==> config.mk <==
export PLATFORM = sky130hd
export DESIGN_NAME = coh_tag_dir
export DESIGN_NICKNAME = d
export VERILOG_FILES = /design/src/rtl/coh_dir_pkg.sv /design/src/rtl/coh_dir_store.sv /design/src/rtl/coh_dir_match.sv /design/src/rtl/coh_dir_victim.sv /design/src/rtl/coh_tag_dir.sv
export SDC_FILE = /design/constraint.sdc
export NUM_CORES = 1
export LEC_CHECK = 0
export BUFFER_PORTS_ARGS = -buffer_cell sky130_fd_sc_hd__buf_2
export CAP_MARGIN = 20
export CORE_ASPECT_RATIO = 1.2
export CORE_MARGIN = 4
export CORE_UTILIZATION = 50
export CTS_BUF_LIST = sky130_fd_sc_hd__clkbuf_4
export DETAILED_ROUTE_END_ITERATION = 7
export PLACE_DENSITY = 0.77
export SETUP_SLACK_MARGIN = 0.4
export SKIP_CTS_REPAIR_TIMING = 1
export SYNTH_ARGS = -nofsm -noshare
export SYNTH_HDL_FRONTEND = slang
export SYNTH_SLANG_ARGS = --single-unit
export TNS_END_PERCENT = 50
==> constraint.sdc <==
create_clock -name clk -period 4.1 [get_ports clk]
set_clock_uncertainty 0.15 [all_clocks]
set_input_delay 0.205 -clock clk [delete_from_list [all_inputs] [get_ports clk]]
set_output_delay 0.205 -clock clk [all_outputs]
set_load 0.05 [all_outputs]
==> src/rtl/coh_dir_pkg.sv <==
package coh_dir_pkg;

    typedef enum logic [1:0] {
        LS_INV = 2'b00,
        LS_SHR = 2'b01,
        LS_EXC = 2'b10,
        LS_MOD = 2'b11
    } line_state_e;

    localparam int unsigned NUM_WAYS = 2;

endpackage

==> src/rtl/coh_dir_store.sv <==
module coh_dir_store
    import coh_dir_pkg::*;
#(
    parameter int unsigned SETS  = 16,
    parameter int unsigned TAG_W = 20,
    localparam int unsigned IDX_W = $clog2(SETS)
) (
    input  logic              clk,
    input  logic              rst_n,
    input  logic [IDX_W-1:0]  rd_idx,
    input  logic              fill_en,
    input  logic [IDX_W-1:0]  fill_idx,
    input  logic              fill_way,
    input  logic [TAG_W-1:0]  fill_tag,
    input  line_state_e       fill_state,
    input  logic              upd_en,
    input  logic [IDX_W-1:0]  upd_idx,
    input  logic              upd_way,
    input  line_state_e       upd_state,
    input  logic              lru_en,
    input  logic [IDX_W-1:0]  lru_idx,
    input  logic              lru_val,
    output logic [TAG_W-1:0]  rd_tag   [NUM_WAYS],
    output line_state_e       rd_state [NUM_WAYS],
    output logic              rd_lru
);

    logic [TAG_W-1:0] tag_q [SETS][NUM_WAYS];
    line_state_e      st_q  [SETS][NUM_WAYS];
    logic [SETS-1:0]  lru_q;

    always_ff @(posedge clk or negedge rst_n) begin
        if (!rst_n) begin
            for (int s = 0; s < SETS; s++) begin
                for (int w = 0; w < NUM_WAYS; w++) begin
                    tag_q[s][w] <= '0;
                    st_q[s][w]  <= LS_INV;
                end
            end
            lru_q <= '0;
        end else begin
            if (upd_en) begin
                st_q[upd_idx][upd_way] <= upd_state;
            end else if (fill_en) begin
                tag_q[fill_idx][fill_way] <= fill_tag;
                st_q[fill_idx][fill_way]  <= fill_state;
            end
            if (lru_en) begin
                lru_q[lru_idx] <= lru_val;
            end
        end
    end

    for (genvar w = 0; w < NUM_WAYS; w++) begin : g_rd
        assign rd_tag[w]   = tag_q[rd_idx][w];
        assign rd_state[w] = st_q[rd_idx][w];
    end

    assign rd_lru = lru_q[rd_idx];

endmodule

==> src/rtl/coh_dir_match.sv <==
module coh_dir_match
    import coh_dir_pkg::*;
#(
    parameter int unsigned TAG_W = 20
) (
    input  logic [TAG_W-1:0] req_tag,
    input  logic [TAG_W-1:0] way_tag   [NUM_WAYS],
    input  line_state_e      way_state [NUM_WAYS],
    output logic             any_hit,
    output logic             hit_way
);

    logic [NUM_WAYS-1:0] match;

    for (genvar w = 0; w < NUM_WAYS; w++) begin : g_cmp
        assign match[w] = (way_tag[w] == req_tag) && (way_state[w] != LS_INV);
    end

    assign any_hit = |match;
    assign hit_way = !match[0] && match[1];

endmodule

==> src/rtl/coh_dir_victim.sv <==
module coh_dir_victim
    import coh_dir_pkg::*;
(
    input  line_state_e way_state [NUM_WAYS],
    input  logic        lru,
    output logic        vic_way,
    output line_state_e vic_state,
    output logic        vic_dirty
);

    always_comb begin
        if (way_state[0] == LS_INV) begin
            vic_way = 1'b0;
        end else if (way_state[1] == LS_INV) begin
            vic_way = 1'b1;
        end else begin
            vic_way = lru;
        end
    end

    assign vic_state = way_state[vic_way];

    always_comb begin
        unique case (vic_state)
            LS_MOD:                 vic_dirty = 1'b1;
            LS_EXC, LS_SHR, LS_INV: vic_dirty = 1'b0;
            default:                vic_dirty = 1'b0;
        endcase
    end

endmodule

==> src/rtl/coh_tag_dir.sv <==
module coh_tag_dir
    import coh_dir_pkg::*;
#(
    parameter int unsigned ADDR_W   = 32,
    parameter int unsigned OFFSET_W = 8,
    parameter int unsigned SETS     = 16,
    localparam int unsigned IDX_W   = $clog2(SETS),
    localparam int unsigned TAG_W   = ADDR_W - IDX_W - OFFSET_W
) (
    input  logic              clk,
    input  logic              rst_n,
    input  logic              req_valid,
    input  logic              req_alloc,
    input  logic [ADDR_W-1:0] req_addr,
    input  logic [1:0]        req_state,
    input  logic              upd_valid,
    input  logic [IDX_W-1:0]  upd_set,
    input  logic              upd_way,
    input  logic [1:0]        upd_state,
    output logic              hit,
    output logic              hit_way,
    output logic              vic_way,
    output logic [ADDR_W-1:0] vic_addr,
    output logic [1:0]        vic_state,
    output logic              wb_req
);

    logic [IDX_W-1:0] idx;
    logic [TAG_W-1:0] tag;
    logic [TAG_W-1:0] rd_tag   [NUM_WAYS];
    line_state_e      rd_state [NUM_WAYS];
    logic             rd_lru;
    logic             raw_hit, raw_way;
    logic             v_way, v_dirty;
    line_state_e      v_state;
    logic             active, fill_en, lru_en, lru_val;

    assign idx = req_addr[OFFSET_W +: IDX_W];
    assign tag = req_addr[ADDR_W-1 -: TAG_W];

    assign active  = req_valid && !upd_valid;
    assign fill_en = active && req_alloc && !raw_hit;
    assign lru_en  = active && (raw_hit || req_alloc);
    assign lru_val = raw_hit ? !raw_way : !v_way;

    coh_dir_store #(.SETS(SETS), .TAG_W(TAG_W)) u_store (
        .clk        (clk),
        .rst_n      (rst_n),
        .rd_idx     (idx),
        .fill_en    (fill_en),
        .fill_idx   (idx),
        .fill_way   (v_way),
        .fill_tag   (tag),
        .fill_state (line_state_e'(req_state)),
        .upd_en     (upd_valid),
        .upd_idx    (upd_set),
        .upd_way    (upd_way),
        .upd_state  (line_state_e'(upd_state)),
        .lru_en     (lru_en),
        .lru_idx    (idx),
        .lru_val    (lru_val),
        .rd_tag     (rd_tag),
        .rd_state   (rd_state),
        .rd_lru     (rd_lru)
    );

    coh_dir_match #(.TAG_W(TAG_W)) u_match (
        .req_tag   (tag),
        .way_tag   (rd_tag),
        .way_state (rd_state),
        .any_hit   (raw_hit),
        .hit_way   (raw_way)
    );

    coh_dir_victim u_victim (
        .way_state (rd_state),
        .lru       (rd_lru),
        .vic_way   (v_way),
        .vic_state (v_state),
        .vic_dirty (v_dirty)
    );

    assign hit       = active && raw_hit;
    assign hit_way   = hit && raw_way;
    assign vic_way   = v_way;
    assign vic_addr  = {rd_tag[v_way], idx, {OFFSET_W{1'b0}}};
    assign vic_state = v_state;
    assign wb_req    = fill_en && v_dirty;

endmodule

== Word level (Yosys, flattened, before mapping) ==
Cells that the tools add are included.

* Magnitude comparators: 10
* Divide/modulo/power cells: 0
* Eq/ne operators: 5
* Reductions and logical operators: 30
* Mux-type cells: 38
* Shift operators: 0
* $add $sub $neg: 0
* $mul: 0
* Bitwise logic cells: 5

{| class="wikitable"
|+ Operator list
! kind !! number
|-
| 640-bit bitwise mux || 1
|-
| 40-bit binary-select mux with 4-bit select || 1
|-
| 40-bit demux with 4-bit select || 1
|-
| 64-bit bitwise mux || 2
|-
| 64-bit 2-to-1 mux || 2
|-
| 40-bit 2-to-1 mux || 3
|-
| 20-bit 2-to-1 mux || 4
|-
| 20-bit == test || 2
|-
| 4-bit demux with 4-bit select || 2
|-
| 20-bit demux with 1-bit select || 1
|-
| 4-bit binary-select mux with 4-bit select || 1
|-
| 16-bit bitwise mux || 1
|-
| 4-bit 2-to-1 mux || 4
|-
| 1-bit logical AND || 15
|-
| 5-bit >= comparator, second input constant || 2
|-
| 5-bit by 1-bit < comparator with 1-bit output, second input constant || 2
|-
| 2-bit 2-to-1 mux || 5
|-
| 4-bit NOT with 5-bit output || 2
|-
| 2-bit zero test || 3
|-
| 2-bit nonzero test || 3
|-
| 1-bit zero test || 5
|-
| 4-bit by 5-bit < comparator with 1-bit output, second input constant || 1
|-
| 1-bit 2-to-1 mux || 5
|-
| 1-bit binary-select mux with 4-bit select || 1
|-
| other kinds (14) || 19
|}

* Memories kept: 0
* Word-level logic and storage cells: 153
* ROM bits: 0
* RAM bits: 0
* Register bits: 720
* Latch bits: 0

== Longest topological paths before layout ==
Gate-level depths: netlist (run 1).

* Depth after elaboration: 17
* Gate-level depth with buffers: 18

== Modules after synthesis ==
From an unflattened synthesis (run 1), not the netlist that was laid out.

* Cells, all modules: 2,420
* Area total of the unflattened synthesis: 34,455.5 µm²

{| class="wikitable"
|+ By module, submodules not included
! module !! times used !! seq. area each (µm²) !! cells each !! area each (µm²)
|-
| coh_dir_store || 1 || 18,017.3 || 2,308 || 33,452.1
|-
| coh_tag_dir || 1 || 0.0 || 42 || 467.9
|-
| coh_dir_match || 1 || 0.0 || 56 || 450.4
|-
| coh_dir_victim || 1 || 0.0 || 14 || 85.1
|}

== Least setup slack after synthesis (run 1) ==
Ideal clock, no wire load.

* Path kind: input to output
* Start: in req_addr[8]
* End: out vic_addr[28]
* Arrival: 4,352 ps
* Stages: 13
* Setup slack: -607 ps
* Data required time: 3,745 ps
* Buffers on the path: 5
* Cell sequence: buf_2 buf_2 mux4_2 a22oi_1 nand2_1 o21ba_2 or2_2 buf_2 inv_1 clkbuf_1 buf_1 a21oi_1 o21ai_0

* Word-level cells in the longest chain between the ends: 11
* Elaborated cells between the ends (all ways): 17
* Classes of those cells: mux (13); bitwise (2); reduce/logical (2)

{| class="wikitable"
|+ Ends and longest elaborated chain
! element !! RTL line !! text
|-
| from (decl) || coh_tag_dir.sv:14 || <nowiki>input logic [ADDR_W-1:0] req_addr,</nowiki>
|-
| 4-bit NOT with 5-bit output (not written as such) || coh_dir_store.sv:56 || <nowiki>assign rd_state[w] = st_q[rd_idx][w];</nowiki>
|-
| 4-bit binary-select mux with 4-bit select || coh_dir_store.sv:56 ||
|-
| 4-bit 2-to-1 mux (not written as such) (2 in a row) || coh_dir_store.sv:56 ||
|-
| 2-bit zero test || coh_dir_victim.sv:14 || <nowiki>end else if (way_state[1] == LS_INV) begin</nowiki>
|-
| 1-bit 2-to-1 mux || coh_dir_victim.sv:14 ||
|-
| 1-bit 2-to-1 mux * || coh_dir_victim.sv:12 || <nowiki>if (way_state[0] == LS_INV) begin</nowiki>
|-
| named net vic_way || coh_tag_dir.sv:22 || <nowiki>output logic vic_way,</nowiki>
|-
| 1-bit NOT with 2-bit output (not written as such) * || coh_tag_dir.sv:86 || <nowiki>assign vic_addr = {rd_tag[v_way], idx, {OFFSET_W{1'b0}}};</nowiki>
|-
| 20-bit 2-to-1 mux (not written as such) * (3 in a row) || coh_tag_dir.sv:86 ||
|-
| to (decl) || coh_tag_dir.sv:23 || <nowiki>output logic [ADDR_W-1:0] vic_addr,</nowiki>
|}

Mark *: on every way through the listed nets, which the timed path passes. The rest lies on a longest branch. The select of a mux whose other input is x is not followed.

== Final worst setup path (run 1) ==
* Start: reg u_store.tag_q[319] (netlist bit)
* End: out wb_req

* Word-level cells in the longest chain between the ends: 9

{| class="wikitable"
|+ Ends and longest elaborated chain
! element !! RTL line !! text
|-
| from (decl) || coh_dir_store.sv:28 || <nowiki>logic [TAG_W-1:0] tag_q [SETS][NUM_WAYS];</nowiki>
|-
| from (signal, indexed assignment) || coh_dir_store.sv:45 || <nowiki>tag_q[fill_idx][fill_way] <= fill_tag;</nowiki>
|-
| 40-bit binary-select mux with 4-bit select || coh_dir_store.sv:55 || <nowiki>assign rd_tag[w] = tag_q[rd_idx][w];</nowiki>
|-
| 40-bit 2-to-1 mux (not written as such) (2 in a row) || coh_dir_store.sv:55 ||
|-
| 20-bit == test || coh_dir_match.sv:16 || <nowiki>assign match[w] = (way_tag[w] == req_tag) && (way_state[w] != LS_INV);</nowiki>
|-
| 1-bit logical AND || coh_dir_match.sv:16 ||
|-
| 2-bit OR reduction || coh_dir_match.sv:19 || <nowiki>assign any_hit = |match;</nowiki>
|-
| 1-bit zero test || coh_tag_dir.sv:42 || <nowiki>assign fill_en = active && req_alloc && !raw_hit;</nowiki>
|-
| 1-bit logical AND || coh_tag_dir.sv:42 ||
|-
| 1-bit logical AND || coh_tag_dir.sv:88 || <nowiki>assign wb_req = fill_en && v_dirty;</nowiki>
|-
| to (decl) || coh_tag_dir.sv:25 || <nowiki>output logic wb_req</nowiki>
|}

No other way between the ends. The select of a mux whose other input is x is not followed.

==> results of run 1 <==
==> cells in the mapped netlist (3+ instances only) <==
| cell type | number |
|---|---|
| dfrtp_1 | 720 |
| mux2_2 | 711 |
| nand2_1 | 167 |
| mux4_2 | 137 |
| clkbuf_1 | 123 |
| mux2i_1 | 113 |
| a21oi_1 | 99 |
| o22ai_1 | 85 |
| nor2_1 | 72 |
| buf_2 | 63 |
| buf_4 | 63 |
| and3_1 | 33 |
| xnor2_1 | 33 |
| o21ai_0 | 31 |
| buf_6 | 24 |
| a22oi_1 | 21 |
| mux2_1 | 21 |
| mux2_4 | 20 |
| nand3_1 | 20 |
| nor3_1 | 15 |
| xor2_1 | 15 |
| inv_1 | 13 |
| and2_1 | 12 |
| nor2b_1 | 12 |
| o22a_1 | 12 |
| a22o_1 | 11 |
| a221oi_1 | 10 |
| a211oi_1 | 9 |
| mux4_1 | 7 |
| nand4_1 | 7 |
| a221oi_2 | 6 |
| a31oi_1 | 6 |
| buf_1 | 6 |
| o31ai_1 | 5 |
| nand2b_1 | 4 |
| nand3b_1 | 4 |
| nor3b_1 | 4 |
| or2_2 | 4 |
| or3_1 | 4 |
| nand4_2 | 3 |
| o211ai_1 | 3 |
==> critical path, stage by stage (launching register included) <==
cell	delay [ps]
dfrtp_1	380
mux4_2	460
mux2i_1	190
buf_4	220
xnor2_1	80
a211o_1	270
or2_1	250
a211o_1	270
or4_4	580
and2_4	180
and4_4	200
buf_6	150
==> cell type report <==
| class | instances | share of cell area, % |
|---|---|---|
| Multi-Input combinational cell | 1763 | 41.4 |
| Sequential cell | 720 | 39.7 |
| Timing Repair Buffer | 432 | 11.6 |
| Clock buffer | 245 | 4.05 |
| Tap cell | 935 | 2.58 |
| Clock inverter | 48 | 0.576 |
| Inverter | 14 | 0.143 |
| Antenna cell | 5 | 0.0276 |
==> worst max path at each step <==
stage / start / to / slack, ps / depth (start not counted)
floorplan: req_addr[8] / vic_addr[16] / 210 / 16
global placement: req_addr[8] / u_store.st_q[21] / -210 / 13
detailed placement: req_addr[8] / u_store.st_q[21] / -200 / 13
CTS: u_store.tag_q[547] / hit / -1000 / 11
global route: u_store.tag_q[319] / wb_req / -680 / 11
finish: u_store.tag_q[319] / wb_req / -590 / 11
==> per-layer routing <==
| layer | GRT usage [%] | vias to the layer above | share of wire [%] |
|---|---|---|---|
| met5 | 0 | - | 0 |
| met4 | 15.2 | 0 | 8.5 |
| met3 | 6.23 | 649 | 12 |
| met2 | 45.1 | 2096 | 45 |
| met1 | 34.6 | 14283 | 35 |
| li1 | - | 11000 | - |
==> flip-flops by register name, indices dropped and copies added (netlist names) <==
signal and cells:
u_store.lru_q 16, u_store.tag_q 640, u_store.st_q 64
==> cells by family (layout without fill, tap and decap cells) <==
| logic type | after synthesis | in the layout | share of synthesized area [%] |
|---|---|---|---|
| AOI/OAI and AO/OA | 326 | 326 | 5.83 |
| xor gates and xnor gates | 48 | 48 | 1.14 |
| buffers and inverters | 295 | 739 | 4.38 |
| DFF | 720 | 720 | 48.8 |
| muxes | 1009 | 1009 | 35.1 |
| other | 1 | 13 | 0.0102 |
| and+or+nand+nor | 372 | 372 | 4.70 |
==> where the power goes <==
group	switching [uW]	total (uW)	internal [uW]	leakage, uW
Sequential	287	7870	7580	0.00982
Clock	3020	5840	2820	0.00125
Combinational	1480	2760	1280	0.0110
Total	4790	16500	11700	0.0221
==> through the flow <==
| step | std cells | setup WS [ps] | util [%] |
|---|---|---|---|
| detailed placement | 3728 | -202 | 54.4 |
| finish | 4162 | -594 | 62.5 |
| CTS | 4021 | -999 | 57.3 |
| floorplan | 2778 | 214 | - |
| global route | 4160 | -675 | 62.5 |
| global placement | 3726 | -208 | 54.3 |
==> flow_metrics.tcl, run 1 <==
set metrics [dict create \
    regArea_sq_um 18000 \
    drc 0 \
    whs_path_depth 4 \
    cts.clk_slew.worst_paths_ps 70 \
    initial_core_util_pct 50.7 \
    final_common_cell "dfrtp_1" \
    rr_endpoint "u_store.tag_q[161]" \
    ir_drop_v 0.000261 \
    r2r_slack_ps 160 \
    cts-htree-levels 4 \
    worstMarginPinSlew_ps 1070 \
    grt_overflow 0 \
    power_density_nw_per_um2 363 \
    drt_pass1_iterations 6 \
    endpoint_kind "primary output" \
    critPathRequiredTime_ps 3740 \
    syn_area_sq_um 36900 \
    layout.nets 3154 \
    dr_total_vias 28028 \
    rows 108 \
    grt_max_degree 130 \
    finalPower_uw 16500 \
    setup_viol 24 \
    hold_path.class "input pin to flop" \
    wl_mm 131 \
    drtIter0Drc 3890 \
    dpl_cell_area_sq_um 39500 \
    critPathKind "flop to primary output" \
    nFillCells 5032 \
    cts_tree "done" \
    boundaryPins 84 \
    track_usage_pct 27.7 \
    clk_latency_ps 1100 \
    holdPathEnd "u_store.lru_q[8]" \
    timing.final.ws_setup_ps -594 \
    slew_headroom_pct 28.8 \
    syn_avg_cell_area_sq_um 13.3 \
    dieArea_sq_um 78200 \
    synthFlopType "dfrtp_1" \
    rsz0062_at_grt "yes" \
    synthTopCellsByArea "dfrtp_1, mux2_2, mux4_2" \
    hold_viol 0 \
    yosys.cell_types.count 77 \
    slew_viol_final 0 \
    grt_pass1_vias 27383 \
    synth_edf_count 0 \
    syn_inst 2771 \
    synth_top_area_share_pct 48.8 \
    dp_hpwl_mm 72.0 \
    p_leak_uw 0.0221 \
    area_growth_pct 23.1 \
    cts_made_buffers 177 \
    ys_async_sr_fraction_pct 100 \
    io_buffer_count 67 \
    root_buffer "clkbuf_4" \
    reg2reg_depth 12 \
    grt_pass1_wl_mm 166 \
    clock-sinks 720 \
    hold_slack_ps 4.58 \
    synth-seq-cells 720 \
    min_from "req_alloc" \
    routabilityCongestion 0.938 \
    fmax_mhz 213 \
    drive_gt1_share_pct 52.3 \
    cts.path.max_buffers 3 \
    coreArea_sq_um 72700 \
    grt_antenna_before_repair 5 \
    status "complete, but fails checks" \
    synth_top_area_cell "dfrtp_1" \
    wl_per_cell_um 31.4 \
    die_height_um 306 \
    ant_nets 0 \
    worstSetupStartpointType "flop" \
    ys_seq_area_share_pct 48.8 \
    violations "negative setup slack" \
    die_w_um 256 \
    timing.final.crit_share_pct 114 \
    tns_ps -7250 \
    multi_input_area_sq_um 18800 \
    yosysWarnings 0 \
    viasPerCell 6.73 \
    drv_cap 0 \
    crit_arrival_ps 4340 \
    layout_common_cells "dfrtp_1, mux2_2, clkbuf_4, buf_4, mux2_4" \
    r2r-start "u_store.tag_q[319]" \
    layout_min_cycle_time_ps 4690 \
    crit_path_max_fanout 3 \
    post-route-cell-area_sq_um 45400 \
]
No activity file was read; power rests on OpenSTA's default activity.
==> inputs of run 2 (changes only) <==
Settings changed: BUFFER_PORTS_ARGS -buffer_cell sky130_fd_sc_hd__buf_2 to -buffer_cell sky130_fd_sc_hd__clkbuf_2.
==> run 2 against run 1 <==
The flow still finishes with violations (negative setup slack). Combinational power fell by 2%. Clock power barely moved. Sequential share of layout area rose by 1.0 points. Register-to-register slack got worse by 100 ps. Global-route usage rose by 0.35 points. First-iteration DRC count fell by 31%. Critical path depth did not move. Sequential power barely moved. Die area did not move. Power fell by 0.19%. Setup slack got worse by 39 ps.
==> flow_metrics.tcl, run 2 (synthesis gave the netlist of run 1 again) <==
set metrics [dict create \
    clock-sinks 720 \
    initial_core_util_pct 50.7 \
    cts.path.max_buffers 3 \
    grt_use_met2_pct 46.9 \
    rows 108 \
    drt_pass1_iterations 6 \
    status "complete, but fails checks" \
    hold_path.class "input pin to flop" \
    gr-max-usage-layer "met2" \
    reg2reg_depth 14 \
    die_height_um 306 \
    drc 0 \
    gr-usage-met3_pct 6.21 \
    worstSetupStartpointType "flop" \
    grt_pass1_vias 27546 \
    cts-htree-levels 4 \
    grt_max_degree 105 \
    power_density_nw_per_um2 371 \
    routabilityCongestion 0.960 \
    cts.clk_slew.worst_paths_ps 60 \
    ant_nets 0 \
    grt_antenna_before_repair 1 \
    io_buffer_count 67 \
    wl_per_cell_um 28.8 \
    met1_usage_pct 33.9 \
    dr_total_vias 26781 \
    critPathKind "flop to primary output" \
    ir_drop_v 0.000264 \
    clk_latency_ps 1080 \
    rsz0062_at_grt "yes" \
    slew_viol_final 0 \
    crit_arrival_ps 4380 \
    area_growth_pct 20.0 \
    die_w_um 256 \
    viasPerCell 6.49 \
    crit_path_max_fanout 28 \
    grt_pass1_wl_mm 167 \
    timing.final.crit_share_pct 115 \
    whs_path_depth 7 \
    drive_gt1_share_pct 51.0 \
    largest_register "u_store.tag_q" \
    track_usage_pct 28.0 \
    slew_headroom_pct 22.2 \
    grt_overflow 0 \
    cts_made_buffers 177 \
    drtIter0Drc 2695 \
    layout_min_cycle_time_ps 4730 \
    layout_common_cells "dfrtp_1, mux2_2, clkbuf_4, buf_4, nand2_1" \
    tns_ps -4040 \
    layout.nets 3128 \
    dieArea_sq_um 78200 \
    final_common_cell "dfrtp_1" \
    largest_reg_flops 640 \
    boundaryPins 84 \
    cts_tree "done" \
    dp_hpwl_mm 71.9 \
    violations "negative setup slack" \
    p_leak_uw 0.0214 \
    setup_viol 22 \
    drv_cap 0 \
    critPathRequiredTime_ps 3740 \
    timing.final.ws_setup_ps -633 \
    hold_slack_ps 3.82 \
    largestRegisters "u_store.tag_q x640, u_store.st_q x64, u_store.lru_q x16" \
    coreArea_sq_um 72700 \
    fmax_mhz 211 \
    hold_viol 0 \
    root_buffer "clkbuf_4" \
    worstMarginPinSlew_ps 1160 \
    endpoint_kind "primary output" \
    wl_mm 119 \
]
[run 2: cell types whose count changed in the layout (fill, tap and decap cells not counted), moves of 21 or more]
cell / previous run / this run
mux2_4: 161 / 77
mux2_2: 574 / 655
clkbuf_2: 0 / 38
buf_2: 39 / 2
clkbuf_16: 45 / 18
a21oi_2: 34 / 13
[run 2: power by group]
group | internal (uW) | switching [uW] | total [uW] | leakage [uW]
sequential | 7580 | 268 | 7850 | 0.00982
clock | 2960 | 2920 | 5870 | 0.00127
combinational | 1260 | 1450 | 2710 | 0.0103
[run 2: routing by layer]
metal	share of wire (%)	up-vias
li1	-	10940
met3	8.9	501
met1	36	13723
met2	48	1617
met4	7.2	0
met5	0	-
[run 2: per-stage QoR]
step           setup slack (ps)  instances  total power (uW)  cell area [sq um]  util [%]
2_1_floorplan               214       2778              9400              37000         -
3_3_place_gp               -426       3714             10200              39600      54.5
3_5_place_dp               -429       3718             10400              39700      54.6
4_1_cts                    -932       4007             16200              41800      57.5
5_1_grt                    -686       4128             17100              44300      60.9
6_report                   -633       4128             16400              44300      60.9
[run 2: cell type report]
type / instances / area (sq um)
Tap cell: 935 / 1170
Fill cell: 5334 / 28400
Inverter: 14 / 57.6
Clock buffer: 247 / 1850
Timing Repair Buffer: 406 / 4610
Multi-Input combinational cell: 1763 / 18300
Sequential cell: 720 / 18000
Antenna cell: 1 / 2.50
Clock inverter: 42 / 284
[run 2: final timing paths]
check / startpoint / endpoint / slack, ps
min reg2reg: u_store.tag_q[80] / u_store.tag_q[80] / 340
max in group asynchronous: rst_n / u_store.tag_q[225] / 2940
min: req_addr[10] / u_store.lru_q[12] / 4
max: u_store.tag_q[272] / hit / -630
max reg2reg: u_store.tag_q[322] / u_store.tag_q[81] / 60
min in group asynchronous: rst_n / u_store.tag_q[234] / 350
[run 2: critical path, cell delays in order, from the launching register on]
cell	delay (ps)
dfrtp_1	380
mux4_2	470
mux2i_2	250
xnor2_1	210
or4_1	580
a221oi_1	340
nand4_1	140
buf_4	180
clkbuf_16	210
buf_12	180
a21boi_4	180
buf_12	150
